--- config.mk ---
export PLATFORM = sky130hd
export DESIGN_NAME = rx_trig_fifo
export DESIGN_NICKNAME = d
export VERILOG_FILES = /design/src/rtl/rxq_pkg.sv /design/src/rtl/rxq_store.sv /design/src/rtl/rxq_trigger.sv /design/src/rtl/rx_trig_fifo.sv
export SDC_FILE = /design/constraint.sdc
export NUM_CORES = 1
export LEC_CHECK = 0
export ABC_AREA = 1
export BUFFER_PORTS_ARGS = -buffer_cell sky130_fd_sc_hd__buf_2
export CAP_MARGIN = 25
export CELL_PAD_IN_SITES_DETAIL_PLACEMENT = 2
export CELL_PAD_IN_SITES_GLOBAL_PLACEMENT = 2
export CORE_UTILIZATION = 35
export DETAILED_ROUTE_END_ITERATION = 10
export GPL_ROUTABILITY_DRIVEN = 0
export PLACE_DENSITY = 0.73
export RECOVER_POWER = 25
export SETUP_SLACK_MARGIN = 0.2
export SYNTH_ARGS = -nofsm -noshare
export SYNTH_HDL_FRONTEND = slang
export SYNTH_SLANG_ARGS = --single-unit
--- constraint.sdc ---
create_clock -name clk -period 7.89 [get_ports clk]
set_input_delay 1.578 -clock clk [delete_from_list [all_inputs] [get_ports clk]]
set_output_delay 1.578 -clock clk [all_outputs]
set_load 0.1 [all_outputs]
--- src/rtl/rxq_pkg.sv ---
// Shared types and helpers for the receive FIFO block.
// Assumes the depth is a power of two and at least 16.
package rxq_pkg;
    typedef enum logic [3:0] {
        SRC_NONE = 4'b0001,
        SRC_RDA  = 4'b0100
    } src_code_e;

    // Threshold for a select value, scaled from the buffer depth.
    function automatic int unsigned trig_thr(input logic [1:0] sel, input int unsigned depth);
        case (sel)
            2'd0:    return 1;
            2'd1:    return depth / 8;
            2'd2:    return depth / 4;
            default: return depth - 8;
        endcase
    endfunction
endpackage

--- src/rtl/rxq_store.sv ---
// Circular character store with a fill counter and an overrun pulse.
// Assumes cap_i <= DEPTH. A flush clears the pointers and the level and
// ignores strobes in that cycle.
module rxq_store #(
    parameter int DW    = 8,
    parameter int DEPTH = 64,
    localparam int AW   = $clog2(DEPTH),
    localparam int LW   = AW + 1
) (
    input  logic          clk,
    input  logic          rst_n,
    input  logic          push_i,
    input  logic [DW-1:0] din_i,
    input  logic          pop_i,
    input  logic          flush_i,
    input  logic [LW-1:0] cap_i,
    output logic [DW-1:0] dout_o,
    output logic [LW-1:0] level_o,
    output logic          overrun_o
);
    logic [DW-1:0] mem [DEPTH];
    logic [AW-1:0] wr_ptr, rd_ptr;
    logic [LW-1:0] level_q;
    logic          pop_ok, push_ok, overrun_q;

    // Decide which strobes take effect this cycle.
    always_comb begin
        pop_ok  = pop_i && (level_q != '0) && !flush_i;
        push_ok = push_i && !flush_i && ((level_q < cap_i) || pop_ok);
    end

    // Write accepted characters into the array.
    always_ff @(posedge clk) begin
        if (push_ok) mem[wr_ptr] <= din_i;
    end

    // Advance the pointers and the level; register the overrun pulse.
    always_ff @(posedge clk) begin
        if (!rst_n || flush_i) begin
            wr_ptr    <= '0;
            rd_ptr    <= '0;
            level_q   <= '0;
            overrun_q <= 1'b0;
        end else begin
            if (push_ok) wr_ptr <= wr_ptr + 1'b1;
            if (pop_ok)  rd_ptr <= rd_ptr + 1'b1;
            level_q   <= level_q + LW'(push_ok) - LW'(pop_ok);
            overrun_q <= push_i && !push_ok;
        end
    end

    assign dout_o    = mem[rd_ptr];
    assign level_o   = level_q;
    assign overrun_o = overrun_q;


    no_overflow_chk: assert property (@(posedge clk) disable iff (!rst_n)
        level_q <= LW'(DEPTH));

    full_drop_chk: assert property (@(posedge clk) disable iff (!rst_n)
        (push_i && !pop_i && !flush_i && level_q == cap_i)
        |=> (overrun_o && level_q == $past(level_q)));

    push_pop_hold_chk: assert property (@(posedge clk) disable iff (!rst_n)
        (push_i && pop_i && !flush_i && level_q != '0)
        |=> level_q == $past(level_q));

    empty_pop_chk: assert property (@(posedge clk) disable iff (!rst_n)
        (pop_i && !push_i && !flush_i && level_q == '0) |=> level_q == '0);
endmodule

--- src/rtl/rxq_trigger.sv ---
// Compares the fill level with the selected threshold and forms the
// interrupt and its source code. Purely combinational; not latched.
module rxq_trigger #(
    parameter int DEPTH = 64,
    localparam int LW   = $clog2(DEPTH) + 1
) (
    input  logic                 clk,
    input  logic                 rst_n,
    input  logic [LW-1:0]        level_i,
    input  logic [1:0]           sel_i,
    input  logic                 fifo_en_i,
    input  logic                 irq_en_i,
    output logic                 irq_o,
    output rxq_pkg::src_code_e   code_o
);
    logic [LW-1:0] thr;
    logic          hit;

    // Pick the threshold; with buffering off any stored character counts.
    always_comb begin
        thr   = LW'(rxq_pkg::trig_thr(sel_i, DEPTH));
        hit   = fifo_en_i ? (level_i >= thr) : (level_i != '0);
        irq_o = irq_en_i && hit;
    end

    // Report the source code matching the interrupt state.
    always_comb begin
        code_o = irq_o ? rxq_pkg::SRC_RDA : rxq_pkg::SRC_NONE;
    end


    irq_gate_chk: assert property (@(posedge clk) disable iff (!rst_n)
        irq_o |-> irq_en_i);

    irq_nonempty_chk: assert property (@(posedge clk) disable iff (!rst_n)
        irq_o |-> (level_i != '0));
endmodule

--- src/rtl/rx_trig_fifo.sv ---
// Top of the receive FIFO: store, trigger comparison, enable-change flush.
// Assumes push and pop are single-cycle strobes in the clk domain.
module rx_trig_fifo #(
    parameter int DW    = 8,
    parameter int DEPTH = 64,
    localparam int LW   = $clog2(DEPTH) + 1
) (
    input  logic          clk,
    input  logic          rst_n,
    input  logic          push_i,
    input  logic [DW-1:0] push_data_i,
    input  logic          pop_i,
    input  logic          fifo_en_i,
    input  logic [1:0]    trig_sel_i,
    input  logic          rx_irq_en_i,
    output logic [DW-1:0] rd_data_o,
    output logic [LW-1:0] level_o,
    output logic          data_ready_o,
    output logic          irq_o,
    output logic [3:0]    src_code_o,
    output logic          overrun_o
);
    logic               en_q, flush;
    logic [LW-1:0]      cap;
    rxq_pkg::src_code_e code;

    // Remember the enable so a change can trigger a flush.
    always_ff @(posedge clk) begin
        if (!rst_n) en_q <= 1'b1;
        else        en_q <= fifo_en_i;
    end

    // Flush on enable change; choose capacity from the mode.
    always_comb begin
        flush = (fifo_en_i != en_q);
        cap   = fifo_en_i ? LW'(DEPTH) : LW'(1);
    end

    rxq_store #(.DW(DW), .DEPTH(DEPTH)) u_store (
        .clk(clk), .rst_n(rst_n), .push_i(push_i), .din_i(push_data_i),
        .pop_i(pop_i), .flush_i(flush), .cap_i(cap), .dout_o(rd_data_o),
        .level_o(level_o), .overrun_o(overrun_o)
    );

    rxq_trigger #(.DEPTH(DEPTH)) u_trig (
        .clk(clk), .rst_n(rst_n), .level_i(level_o), .sel_i(trig_sel_i),
        .fifo_en_i(fifo_en_i), .irq_en_i(rx_irq_en_i), .irq_o(irq_o),
        .code_o(code)
    );

    assign src_code_o   = code;
    assign data_ready_o = (level_o != '0);


    ready_set_chk: assert property (@(posedge clk) disable iff (!rst_n)
        (push_i && !flush && level_o == '0) |=> data_ready_o);

    flush_empty_chk: assert property (@(posedge clk) disable iff (!rst_n)
        flush |=> (level_o == '0));

    single_cap_chk: assert property (@(posedge clk) disable iff (!rst_n)
        (!fifo_en_i && !flush) |-> (level_o <= LW'(1)));
endmodule

# [Word-level counts from Yosys, hierarchy flattened]
# Memory sizes are Yosys's and may differ from the RTL's. A register that Yosys moved wholly into a read port is not among the register bits.
# Cells that the tools add are included.
[totals] word_cells=36 latchBits=0 n_memories=1 register_bits=21 output_inout_bits=22 inputBits=16 romBits=0 mem_bits_rw=512
[classes] n_reduce_logical=13 eq_ne=3 div_mod_pow=0 shifts=0 n_mul=0 magnitude_cmp=2 addsub=4 bitwise=0 mux=8
[mem_list] name="u_store.mem" words=64 width=8 read_ports=1 rd_clocked_by_memory_dff=1 wr=1 line_no="rxq_store.sv:21" source="logic [DW-1:0] mem [DEPTH];"
[op_table] cell="$pmux 6 s3" count=1
[op_table] cell="$add 6x1->6 const B" count=2
[op_table] cell="$mux 6" count=2
[op_table] cell="$add 7x1->7" count=1
[op_table] cell="$ge 7x6->1" count=1
[op_table] cell="$lt 7x7->1" count=1
[op_table] cell="$mux 7" count=1
[op_table] cell="$reduce_bool 7->1" count=1
[op_table] cell="$sub 7x1->7" count=1
[op_table] cell="$logic_and 1x1->1" count=6
[op_table] cell="$logic_not 1->1" count=3
[op_table] cell="$mux 1" count=3
[op_table] cell="$mux 3" count=1
[op_table] cell="$eq 2x1->1 const B" count=1
[op_table] cell="$eq 2x2->1 const B" count=1
[op_table] cell="$logic_not 2->1" count=1
[op_table] cell="$logic_or 1x1->1" count=2
[op_table] cell="$ne 1x1->1" count=1

# [Depth between registers and ports, before layout]
[logic_depth] ltp_word=7 depth_mapped=17 ltp_nobuf=16

# [Modules after synthesis]
# A second synthesis with hierarchy kept.
[unflattened] cells_unflattened=2048 hier_area_um2=22905.7
[modules_own_cells] module="rxq_store" instances=1 area_per_inst_um2=22586.7 seq_area_each_um2=15895.2 cells_each=1987
[modules_own_cells] module="rxq_trigger" instances=1 area_per_inst_um2=234.0 seq_area_each_um2=0.0 cells_each=44
[modules_own_cells] module="rx_trig_fifo" instances=1 area_per_inst_um2=85.1 seq_area_each_um2=20.0 cells_each=17

# [Least setup slack after synthesis]
# No wires, ideal clock.
[synth_timing] kind="input to output" from="in trig_sel_i[1]" to="out src_code_o[2]" arrival_time_ps=4125 slack_ps=2187 required_time_ps=6312 stages=8 path_buffers=1 cell_sequence="inv_1 -> ha_1 -> a21o_1 -> a211oi_1 -> nand4_1 -> nand2_1 -> inv_1 -> buf_4"
[synth_via] elab_chain_len=6 elab_cells_between_ends=8 classes_between="order compare (1); eq/ne (2); mux (3); reduce/logical (2)"
[synth_lines] element="start, declared" line_no="rx_trig_fifo.sv:14" source="input logic [1:0] trig_sel_i,"
[synth_lines] element="$eq 2x2->1, or another cell as far along" line_no="rxq_pkg.sv:11" source="case (sel)"
[synth_lines] element="$pmux 6 s3 *" line_no="rxq_pkg.sv:11"
[synth_lines] element="$ge 7x6->1 *" line_no="rxq_trigger.sv:22" source="hit = fifo_en_i ? (level_i >= thr) : (level_i != '0);"
[synth_lines] element="$mux 1 *" line_no="rxq_trigger.sv:22"
[synth_lines] element="$logic_and 1x1->1 *" line_no="rxq_trigger.sv:23" source="irq_o = irq_en_i && hit;"
[synth_lines] element="named net irq_o" line_no="rx_trig_fifo.sv:19" source="output logic irq_o,"
[synth_lines] element="$mux 3 *" line_no="rxq_trigger.sv:28" source="code_o = irq_o ? rxq_pkg::SRC_RDA : rxq_pkg::SRC_NONE;"
[synth_lines] element="end, declared" line_no="rx_trig_fifo.sv:20" source="output logic [3:0] src_code_o,"
# The timed path passes the listed nets; every way through them passes the cells marked *.

==> results.yml <==
status:
  status: "finished with violations"
  violations: "max-capacitance violations, max-slew violations"
synthesis:
  yosysWarnings: 0
  syn_area_sq_mm: 0.0226
  synth_top_area_share_pct: 68.1
  synth_top_cell_by_area: "edfxtp_1"
  yosysUniqueCellTypes: 33
  ys_ff_latch: 539
  syn_inst: 2011
  ys_seq_area_share_pct: 70.5
  synth.avg_cell_area_sq_um: 11.2
  synth_area_leaders: "edfxtp_1, nand2_1, nand3_1"
drt:
  dr_wl_met2_mm: 34.9
  dr_total_vias: 15585
  wire_per_inst_um: 24.0
  route.met3.wl_mm: 3.43
  drt-pass1-iter-count: 5
  drc: 0
  ant_nets: 0
  avgViaCountPerCell: 5.35
  first_iter_violations: 1113
  top_layer: "met4"
  drt-met1-wl_mm: 29.5
  finalWirelength_mm: 70.0
timing:
  fin_skew_ns: 0.0166
  hold_viol_final: 0
  tightest_slew_ns: 3.59
  setup_viol: 0
  setup_tns_ns: 0
  whs_ns: 0.524
  setup_slack_ns: 2.03
  rsz0062_at_grt: "no"
  finalCritPeriodShare_pct: 74.3
  slew_headroom_pct: -139
  post-route-min-period_ns: 5.86
  maxSlewViolCount: 520
  fmax_mhz: 171
critical_path:
  crit_path_max_fanout: 153
  crit_required_ns: 6.31
  crit_chain: "inv_8 -> buf_4 -> nand2_1 -> nand3_1 -> nand3_1 -> nand2_1 -> nand2_1 -> nand3_1 -> nand3_1 -> nand2_1 -> buf_2"
  worstSetupStartpointType: "flip-flop"
  r2r_cells: 9
  cp.arrival_ns: 4.28
  reg2reg_to: "u_store.mem[23][5]$_DFFE_PP_"
  critPathSlowestCell: "buf_4"
  path_class: "flip-flop to output pin"
  rr_startpoint: "u_store.level_o[6]$_SDFF_PP0_"
  r2r_slack_ns: 4.14
  cpPeakStageDelay_ns: 0.79
  end_kind: "output pin"
  cp-endpoint: "rd_data_o[7]"
clock_network:
  cts_buffers: 58
  cts_tree: "done"
  worstSkewPairLatency_ns: 0.62
  htreeDepth: 2
  ctsResizeCount: 0
  cts-hold-fix-buffers: 0
  cts_root_buffer: "clkbuf_16"
  clock_sinks: 539
  cts_buffer_depth: 3
  clk_pin_slew_ns: 0.06
  cts_setup_buffers: 0
power_and_ir_drop:
  peakVddDrop_uv: 322
  power_density_mw_per_mm2: 285
  p_int_mw: 5.06
  seqPwrFrac_pct: 44.4
  p_leak_nw: 9.04
  clkPwrFrac_pct: 38.4
  p_switching_mw: 2.16
  combPwrFrac_pct: 17.2
  sw_frac_of_total_pct: 29.9
floorplan:
  initial_core_util_pct: 35.6
  rows: 92
  die_x_um: 256
  die_area_sq_mm: 0.0655
  ioPinCount: 38
  die_h_um: 256
  core_area_sq_mm: 0.0634
cells_and_area:
  final_common_cell: "nand2_1"
  drive_above_1_share_pct: 7.89
  fin_util_pct: 39.9
  num_antenna_cells: 0
  mostFrequentLayoutCells: "nand2_1, edfxtp_1, nand3_1"
  synthToLayoutAreaGrowth_pct: 12.2
  stdcell_area_sq_mm: 0.0253
  final_nets: 2052
worst_hold_path:
  hp-class: "flip-flop to flip-flop"
  min_path_cells: 2
place:
  post-place-ws_ns: 2.70
  io_buffers: 35
  hpwlAfterDp_mm: 40.4
  dpl_cell_area_sq_mm: 0.0234
global_routing:
  grt-ovfl-total: 0
  grt_use_total_pct: 21.3
  grt_antenna_before_repair: 0
  grt_pass1_wl_mm: 106
  grt_max_degree: 218
  grt_pass1_vias: 17231
run:
  cap_violations: 8
[cell type report]
class / count / area, sq um
Multi-Input combinational cell: 1315 / 5880
Inverter: 42 / 169
Timing Repair Buffer: 61 / 380
Fill cell: 6571 / 38100
Clock inverter: 40 / 349
Tap cell: 846 / 1060
Sequential cell: 539 / 15900
Clock buffer: 69 / 1580
[flip-flops by register name, indices dropped and copies added (netlist names), named ones only]
register and count:
en_q 1, u_store.level_o 7, u_store.mem 512, u_store.overrun_o 1, u_store.rd_ptr 6, u_store.wr_ptr 6
[synthesized netlist by cell type (all sizes together)]
master  number
a211oi       1
a21o         1
a21oi       23
a31o         1
buf         96
clkbuf      20
conb         1
dfxtp       27
edfxtp     512
fa           1
ha          18
inv         42
nand2      699
nand3      449
nand4        7
nor2        88
nor3         4
o21a         2
o21ai       12
or2          1
xnor2        2
xor2         4
[layer usage]
| metal | vias to the layer above | GRT usage [%] |
|---|---|---|
| li1 | 6994 | - |
| met1 | 8082 | 27.0 |
| met2 | 390 | 36.8 |
| met3 | 119 | 3.38 |
| met4 | 0 | 7.90 |
| met5 | - | 0 |
[worst min path at each step]
stage               slack (ns)                            from                        endpoint
finish                    0.52  u_store.rd_ptr[1]$_SDFFE_PP0P_  u_store.rd_ptr[1]$_SDFFE_PP0P_
global route              0.55  u_store.rd_ptr[1]$_SDFFE_PP0P_                       flip-flop
CTS                       0.53  u_store.rd_ptr[1]$_SDFFE_PP0P_  u_store.rd_ptr[1]$_SDFFE_PP0P_
detailed placement        0.52  u_store.rd_ptr[1]$_SDFFE_PP0P_  u_store.rd_ptr[1]$_SDFFE_PP0P_
global placement          0.49  u_store.rd_ptr[1]$_SDFFE_PP0P_                       flip-flop
floorplan                 0.48  u_store.rd_ptr[5]$_SDFFE_PP0P_                       flip-flop
[power by group through the flow]
stage / clock network (mW) / logic [mW] / registers (mW)
2_1_floorplan: 0 / 0.865 / 3.32
3_3_place_gp: 0 / 1.20 / 3.26
3_5_place_dp: 0 / 1.25 / 3.26
4_1_cts: 2.83 / 1.26 / 3.20
5_1_grt: 2.91 / 1.36 / 3.21
6_report: 2.77 / 1.24 / 3.21
[cells by family (layout without fill, tap and decap cells)]
kind of cell / Yosys count / count (layout) / synth area share (%)
AO/OA/AOI/OAI: 40 / 40 / 0.948
XOR/XNOR: 6 / 6 / 0.233
adder cells (fa/ha/maj): 19 / 19 / 1.09
buffers and inverters: 158 / 212 / 3.49
flip-flops: 539 / 539 / 70.5
other: 1 / 2 / 0.0166
AND/OR/NAND/NOR: 1248 / 1248 / 23.7
[per-stage QoR]
stage,power [mW],cells
2_1_floorplan,4.18,2012
3_3_place_gp,4.46,2797
3_5_place_dp,4.51,2799
4_1_cts,7.29,2908
5_1_grt,7.48,2912
6_report,7.22,2912
[critical path: cells and delay by family, from the launching register on]
kind	cells	cell delay [ns]
buf+inv	3	1.91
flops	1	0.50
simple gates	8	1.11
(Power assumes the default switching activity.)
